### src/rtl/ptw_pkg.sv
package ptw_pkg;

    // Walk progress
    typedef enum logic [2:0] {
        ST_IDLE  = 3'd0,
        ST_DIR   = 3'd1,
        ST_TBL   = 3'd2,
        ST_DONE  = 3'd3,
        ST_FAULT = 3'd4
    } walk_state_e;

    // Fixed positions of the flag bits inside a table entry
    localparam int unsigned RES_POS   = 0;
    localparam int unsigned DIRTY_POS = 1;
    localparam int unsigned FLAG_W    = 2;

    // Fault level encoding
    localparam logic LVL_DIR  = 1'b0;
    localparam logic LVL_LEAF = 1'b1;

endpackage

### src/rtl/ptw_entry_addr.sv
// Byte address of one entry: table page base plus scaled index.
module ptw_entry_addr #(
    parameter int unsigned PPN_W = 30,
    parameter int unsigned IDX_W = 10,
    parameter int unsigned OFF_W = 12
) (
    input  logic [PPN_W-1:0]       base_ppn,
    input  logic [IDX_W-1:0]       index,
    output logic [PPN_W+OFF_W-1:0] addr
);
    localparam int unsigned PA_W      = PPN_W + OFF_W;
    localparam int unsigned ENTRY_W   = PPN_W + ptw_pkg::FLAG_W;
    localparam int unsigned ENTRY_B   = (ENTRY_W + 7) / 8;
    localparam int unsigned ENT_SH    = $clog2(ENTRY_B);

    logic [PA_W-1:0] page_base;
    logic [PA_W-1:0] byte_off;

    always_comb begin
        page_base = {base_ppn, {OFF_W{1'b0}}};
        byte_off  = {{(PA_W-IDX_W){1'b0}}, index} << ENT_SH;
        addr      = page_base + byte_off;
    end
endmodule

### src/rtl/ptw_entry_dec.sv
// Splits a returned table entry into its fields.
module ptw_entry_dec #(
    parameter int unsigned PPN_W = 30
) (
    input  logic [PPN_W+ptw_pkg::FLAG_W-1:0] entry,
    output logic [PPN_W-1:0]                 ppn,
    output logic                             dirty,
    output logic                             resident
);
    always_comb begin
        ppn      = entry[PPN_W+ptw_pkg::FLAG_W-1:ptw_pkg::FLAG_W];
        dirty    = entry[ptw_pkg::DIRTY_POS];
        resident = entry[ptw_pkg::RES_POS];
    end
endmodule

### src/rtl/ptw_ctrl.sv
// Walk sequencer: two-process FSM holding the captured request and results.
module ptw_ctrl #(
    parameter int unsigned DIR_IDX_W = 10,
    parameter int unsigned TBL_IDX_W = 10,
    parameter int unsigned OFF_W     = 12,
    parameter int unsigned PPN_W     = 30
) (
    input  logic                              clk,
    input  logic                              rst_n,
    input  logic                              req_valid,
    input  logic [DIR_IDX_W+TBL_IDX_W+OFF_W-1:0] req_vaddr,
    input  logic [PPN_W-1:0]                  dir_base_ppn,
    output logic                              req_ready,
    input  logic                              mem_rvalid,
    input  logic [PPN_W-1:0]                  ent_ppn,
    input  logic                              ent_dirty,
    input  logic                              ent_res,
    input  logic [PPN_W+OFF_W-1:0]            dir_ent_addr,
    input  logic [PPN_W+OFF_W-1:0]            tbl_ent_addr,
    output logic [PPN_W-1:0]                  cur_base_ppn,
    output logic [DIR_IDX_W-1:0]              cur_dir_idx,
    output logic [PPN_W-1:0]                  cur_tbl_ppn,
    output logic [TBL_IDX_W-1:0]              cur_tbl_idx,
    output logic                              mem_req,
    output logic [PPN_W+OFF_W-1:0]            mem_addr,
    output logic                              done_valid,
    output logic [PPN_W+OFF_W-1:0]            done_paddr,
    output logic                              done_dirty,
    output logic                              fault_valid,
    output logic                              fault_level
);
    import ptw_pkg::*;

    localparam int unsigned VA_W = DIR_IDX_W + TBL_IDX_W + OFF_W;

    typedef struct packed {
        walk_state_e          state;
        logic [PPN_W-1:0]     base_ppn;
        logic [DIR_IDX_W-1:0] dir_idx;
        logic [TBL_IDX_W-1:0] tbl_idx;
        logic [OFF_W-1:0]     offset;
        logic [PPN_W-1:0]     tbl_ppn;
        logic [PPN_W-1:0]     leaf_ppn;
        logic                 leaf_dirty;
        logic                 flt_lvl;
    } walk_regs_t;

    walk_regs_t walk_d, walk_q;

    always_comb begin
        walk_d = walk_q;
        unique case (walk_q.state)
            ST_IDLE: begin
                if (req_valid) begin
                    walk_d.base_ppn = dir_base_ppn;
                    walk_d.dir_idx  = req_vaddr[VA_W-1 -: DIR_IDX_W];
                    walk_d.tbl_idx  = req_vaddr[OFF_W +: TBL_IDX_W];
                    walk_d.offset   = req_vaddr[OFF_W-1:0];
                    walk_d.state    = ST_DIR;
                end
            end
            ST_DIR: begin
                if (mem_rvalid) begin
                    if (!ent_res) begin
                        walk_d.flt_lvl = LVL_DIR;
                        walk_d.state   = ST_FAULT;
                    end else begin
                        walk_d.tbl_ppn = ent_ppn;
                        walk_d.state   = ST_TBL;
                    end
                end
            end
            ST_TBL: begin
                if (mem_rvalid) begin
                    if (!ent_res) begin
                        walk_d.flt_lvl = LVL_LEAF;
                        walk_d.state   = ST_FAULT;
                    end else begin
                        walk_d.leaf_ppn   = ent_ppn;
                        walk_d.leaf_dirty = ent_dirty;
                        walk_d.state      = ST_DONE;
                    end
                end
            end
            ST_DONE:  walk_d.state = ST_IDLE;
            ST_FAULT: walk_d.state = ST_IDLE;
            default:  walk_d.state = ST_IDLE;
        endcase
    end

    always_ff @(posedge clk or negedge rst_n) begin
        if (!rst_n) begin
            walk_q <= '0;
        end else begin
            walk_q <= walk_d;
        end
    end

    always_comb begin
        req_ready    = (walk_q.state == ST_IDLE);
        mem_req      = (walk_q.state == ST_DIR) || (walk_q.state == ST_TBL);
        mem_addr     = (walk_q.state == ST_TBL) ? tbl_ent_addr : dir_ent_addr;
        cur_base_ppn = walk_q.base_ppn;
        cur_dir_idx  = walk_q.dir_idx;
        cur_tbl_ppn  = walk_q.tbl_ppn;
        cur_tbl_idx  = walk_q.tbl_idx;
        done_valid   = (walk_q.state == ST_DONE);
        done_paddr   = {walk_q.leaf_ppn, walk_q.offset};
        done_dirty   = walk_q.leaf_dirty;
        fault_valid  = (walk_q.state == ST_FAULT);
        fault_level  = walk_q.flt_lvl;
    end
endmodule

### src/rtl/pt_walker.sv
// Two-level page table walker top.
module pt_walker #(
    parameter int unsigned DIR_IDX_W = 10,
    parameter int unsigned TBL_IDX_W = 10,
    parameter int unsigned OFF_W     = 12,
    parameter int unsigned PPN_W     = 30,
    localparam int unsigned VA_W     = DIR_IDX_W + TBL_IDX_W + OFF_W,
    localparam int unsigned PA_W     = PPN_W + OFF_W,
    localparam int unsigned ENTRY_W  = PPN_W + ptw_pkg::FLAG_W
) (
    input  logic               clk,
    input  logic               rst_n,
    input  logic               req_valid,
    input  logic [VA_W-1:0]    req_vaddr,
    input  logic [PPN_W-1:0]   dir_base_ppn,
    output logic               req_ready,
    output logic               mem_req,
    output logic [PA_W-1:0]    mem_addr,
    input  logic               mem_rvalid,
    input  logic [ENTRY_W-1:0] mem_rdata,
    output logic               done_valid,
    output logic [PA_W-1:0]    done_paddr,
    output logic               done_dirty,
    output logic               fault_valid,
    output logic               fault_level
);
    logic [PPN_W-1:0]     ent_ppn;
    logic                 ent_dirty;
    logic                 ent_res;
    logic [PA_W-1:0]      dir_ent_addr;
    logic [PA_W-1:0]      tbl_ent_addr;
    logic [PPN_W-1:0]     cur_base_ppn;
    logic [DIR_IDX_W-1:0] cur_dir_idx;
    logic [PPN_W-1:0]     cur_tbl_ppn;
    logic [TBL_IDX_W-1:0] cur_tbl_idx;

    ptw_entry_dec #(.PPN_W(PPN_W)) dec_i (
        .entry    (mem_rdata),
        .ppn      (ent_ppn),
        .dirty    (ent_dirty),
        .resident (ent_res)
    );

    ptw_entry_addr #(.PPN_W(PPN_W), .IDX_W(DIR_IDX_W), .OFF_W(OFF_W)) dir_addr_i (
        .base_ppn (cur_base_ppn),
        .index    (cur_dir_idx),
        .addr     (dir_ent_addr)
    );

    ptw_entry_addr #(.PPN_W(PPN_W), .IDX_W(TBL_IDX_W), .OFF_W(OFF_W)) tbl_addr_i (
        .base_ppn (cur_tbl_ppn),
        .index    (cur_tbl_idx),
        .addr     (tbl_ent_addr)
    );

    ptw_ctrl #(
        .DIR_IDX_W (DIR_IDX_W),
        .TBL_IDX_W (TBL_IDX_W),
        .OFF_W     (OFF_W),
        .PPN_W     (PPN_W)
    ) ctrl_i (
        .clk          (clk),
        .rst_n        (rst_n),
        .req_valid    (req_valid),
        .req_vaddr    (req_vaddr),
        .dir_base_ppn (dir_base_ppn),
        .req_ready    (req_ready),
        .mem_rvalid   (mem_rvalid),
        .ent_ppn      (ent_ppn),
        .ent_dirty    (ent_dirty),
        .ent_res      (ent_res),
        .dir_ent_addr (dir_ent_addr),
        .tbl_ent_addr (tbl_ent_addr),
        .cur_base_ppn (cur_base_ppn),
        .cur_dir_idx  (cur_dir_idx),
        .cur_tbl_ppn  (cur_tbl_ppn),
        .cur_tbl_idx  (cur_tbl_idx),
        .mem_req      (mem_req),
        .mem_addr     (mem_addr),
        .done_valid   (done_valid),
        .done_paddr   (done_paddr),
        .done_dirty   (done_dirty),
        .fault_valid  (fault_valid),
        .fault_level  (fault_level)
    );
endmodule

### config.mk
export PLATFORM = sky130hd
export DESIGN_NAME = pt_walker
export DESIGN_NICKNAME = d
export VERILOG_FILES = /design/src/rtl/ptw_pkg.sv /design/src/rtl/ptw_entry_addr.sv /design/src/rtl/ptw_entry_dec.sv /design/src/rtl/ptw_ctrl.sv /design/src/rtl/pt_walker.sv
export SDC_FILE = /design/constraint.sdc
export NUM_CORES = 1
export LEC_CHECK = 0
export CORE_MARGIN = 2
export CORE_UTILIZATION = 50
export CTS_BUF_LIST = sky130_fd_sc_hd__clkbuf_8 sky130_fd_sc_hd__clkbuf_16
export CTS_CLUSTER_DIAMETER = 60
export DETAILED_ROUTE_END_ITERATION = 10
export PLACE_DENSITY = 0.85
export SLEW_MARGIN = 20
export SYNTH_ARGS = -nofsm -noshare
export SYNTH_HDL_FRONTEND = slang
export SYNTH_SLANG_ARGS = --single-unit
### constraint.sdc
create_clock -name clk -period 3.9 [get_ports clk]
set_input_delay 0.78 -clock clk [delete_from_list [all_inputs] [get_ports clk]]
set_output_delay 0.78 -clock clk [all_outputs]
set_load 0.005 [all_outputs]
==> flow_summary.yaml <==
run_status:
  status: "finished, final reports clean"
pwr:
  powerDensity_nw_per_um2: 817
  swShare_pct: 26.3
  peakVddDrop_v: 0.000538
  p_seq_share_pct: 36.1
  p_switching_mw: 1.74
  design_power_total_mw: 6.60
  internal_power_mw: 4.86
  p_clk_share_pct: 20.8
  power.leakage_nw: 3.48
  combPwrFrac_pct: 43.0
finish:
  seqCellArea_um2: 3180
  nNetsFinal: 626
  drive_gt1_share_pct: 36.8
  fin_cells: 683
  diodes: 0
  multiInputGateArea_um2: 2260
  synthToLayoutAreaGrowth_pct: 34.3
  fill_cells: 821
sta:
  finalMaxSlewViolations: 0
  hold_violations: 0
  min_period_over_period_pct: 91.2
  worst_pin_slew_ps: 763
  final.min_clock_period_ps: 3560
  finalClockSkew_ps: 10.5
  relSlewSlack_pct: 49.1
  hold_ws_ps: 434
  rsz0062_at_grt: "no"
  setup_viol: 0
  fin_setup_tns_ps: 0
  timing.fmax_mhz: 281
global_routing:
  grt_overflow: 0
  grt_use_met2_pct: 35.9
  antenna_found_initial: 0
  track_usage_pct: 21.0
  met3_usage_pct: 6.91
  grt_pass1_wl_mm: 20.6
  grt_max_degree: 70
  first_global_vias: 3931
  gr-usage-met1_pct: 24.8
  top_usage_layer: "met2"
synthesis:
  synth_top_area_share_pct: 52.8
  ys.flop_type: "dfrtp_1"
  synth_edf_count: 0
  syn_avg_cell_area_um2: 15.9
  async_reset_ff_share_pct: 100
  ys_top_cells_by_area: "dfrtp_1 53%, mux2_2 18%, mux2_4 15%, buf_4 6.5%, buf_12 2.3%"
  yosys.area.top_type: "dfrtp_1"
  yosysSeqAreaShare_pct: 52.8
  synth_cell_types: 24
  postSynthRegisterBits: 127
  syn-cell-area_um2: 6010
  yosysWarnings: 0
  yosysMostFrequentCell: "dfrtp_1"
  syn_inst: 378
  netlist_top_cells_count: "127 x dfrtp_1, 98 x mux2_2, 60 x mux2_4"
critical_path:
  crit_required_ps: 3120
  startpoint_type: "flop"
  rrSetupSlack_ps: 1770
  reg2reg_depth: 4
  cp-end-kind: "output pin"
  rr_endpoint: "ctrl_i.done_paddr[9]"
  critPathArrivalTime_ps: 2780
  critPathKind: "reg -> out"
  crit_fanout: 19
  r2r_start: "ctrl_i.walk_q[125]"
cts:
  h-tree-depth: 4
  ctsResizeCount: 0
  cts.clk_slew.worst_paths_ps: 50
  cts_hold_buf: 0
  cts_buffers: 17
  clock_sinks: 127
  cts_tree: "built"
  clk_latency_ps: 410
  clockBufferDepth: 2
  cts_setup_buffers: 0
  clock-root-buffer: "clkbuf_16"
floorplanning:
  fp.dieW_um: 114
  dieArea_um2: 12900
  rows: 40
  start_util_pct: 50.7
  core_area_um2: 11900
  io_pins: 188
  chipHeight_um: 114
route:
  vias: 3451
  ant_nets: 0
  first_iter_violations: 136
  drtPass1Iterations: 4
  vias_per_cell: 5.05
  postRouteWirelength_mm: 12.8
  post_drt_wl_per_cell_um: 18.8
  drc: 0
placement:
  port_buffers: 185
  dp_hpwl_mm: 9.06
  dp_cells: 656
  finalWeightedCongestion: 0.822
job:
  cap_viol_max_count: 0
hold_path:
  min_path_type: "in -> async"
[state kept, by name, summed over array words and instances (netlist names)]
register	flops
ctrl_i.cur_dir_idx	10
ctrl_i.fault_level	1
ctrl_i.done_dirty	1
ctrl_i.cur_base_ppn	30
ctrl_i.cur_tbl_ppn	30
ctrl_i.walk_q	3
ctrl_i.cur_tbl_idx	10
ctrl_i.done_paddr	42
[cells in the final DEF (no fill, tap or decap)]
cell,count
a211o_1,1
a21oi_1,2
and2_4,1
buf_12,2
buf_4,8
clkbuf_16,17
clkbuf_8,5
clkdlybuf4s50_1,184
clkinv_2,1
conb_1,2
dfrtp_1,127
inv_1,4
mux2_1,6
mux2_2,98
mux2_4,60
nand2_1,3
nand2b_1,1
nand2b_4,1
nand3_1,1
nand4b_1,1
nor2_1,3
nor2_4,1
nor2b_1,1
nor3_1,1
nor3_4,2
nor3b_1,1
nor4b_4,1
xnor2_1,1
[through the flow]
| step | setup slack (ps) | area (um2) | util, % |
|---|---|---|---|
| floorplan | 1790 | 6020 | - |
| global placement | 846 | 7560 | 63.8 |
| detailed placement | 765 | 7560 | 63.8 |
| CTS | 258 | 8080 | 68.1 |
| global route | 181 | 8080 | 68.1 |
| finish | 343 | 8080 | 68.1 |
[critical path: stages (launching register included)]
cell and delay, ps:
dfrtp_1 510, nand2b_4 230, nor2_4 500, buf_4 320
mux2_2 350, clkdlybuf4s50_1 460
[per-layer routing]
metal | vias up | part of all wire (%) | wire length [um]
li1 | 1567 | - | -
met1 | 1737 | 40 | 5200
met2 | 128 | 51 | 6510
met3 | 19 | 7.1 | 917
met4 | 0 | 1.7 | 214
met5 | - | 0 | 0
[cell families after synthesis]
family | count (synthesis) | share of synthesized area, %
AO/OA/AOI/OAI | 3 | 0.312
XOR/XNOR | 1 | 0.146
buffers and inverters | 64 | 9.76
flip-flops | 127 | 52.8
multiplexers | 164 | 34.4
other | 1 | 0.0623
AND/OR/NAND/NOR | 18 | 2.43
[how the worst max path moves through the flow]
stage	startpoint	end	slack, ps	cells after the start
5_1_grt	ctrl_i.walk_q[124]	mem_addr[33]	180	5
3_3_place_gp	ctrl_i.walk_q[124]	mem_addr[5]	850	5
3_5_place_dp	ctrl_i.walk_q[124]	mem_addr[5]	760	5
2_1_floorplan	ctrl_i.walk_q[124]	mem_addr[10]	1790	5
4_1_cts	ctrl_i.walk_q[124]	mem_addr[5]	260	5
6_report	ctrl_i.walk_q[124]	mem_addr[5]	340	5
[power groups by stage]
stage                     sequential [mW]  combinational, mW  clock [mW]
after detailed placement             2.40               2.85           0
after floorplan                      2.23               1.97           0
after CTS                            2.39               2.88        1.40
after global routing                 2.48               3.04        1.46
final                                2.39               2.84        1.37
after global placement               2.36               2.78           0
[area by class of cell]
type | count | share of cell area (%)
flip-flops and latches | 127 | 39.3
multi-input cells | 188 | 28.0
repair buffers | 194 | 24.0
clock buffers | 22 | 6.12
well taps | 147 | 2.28
clock inverters | 5 | 0.248
Note: power is estimated with default switching activity, not from simulation.
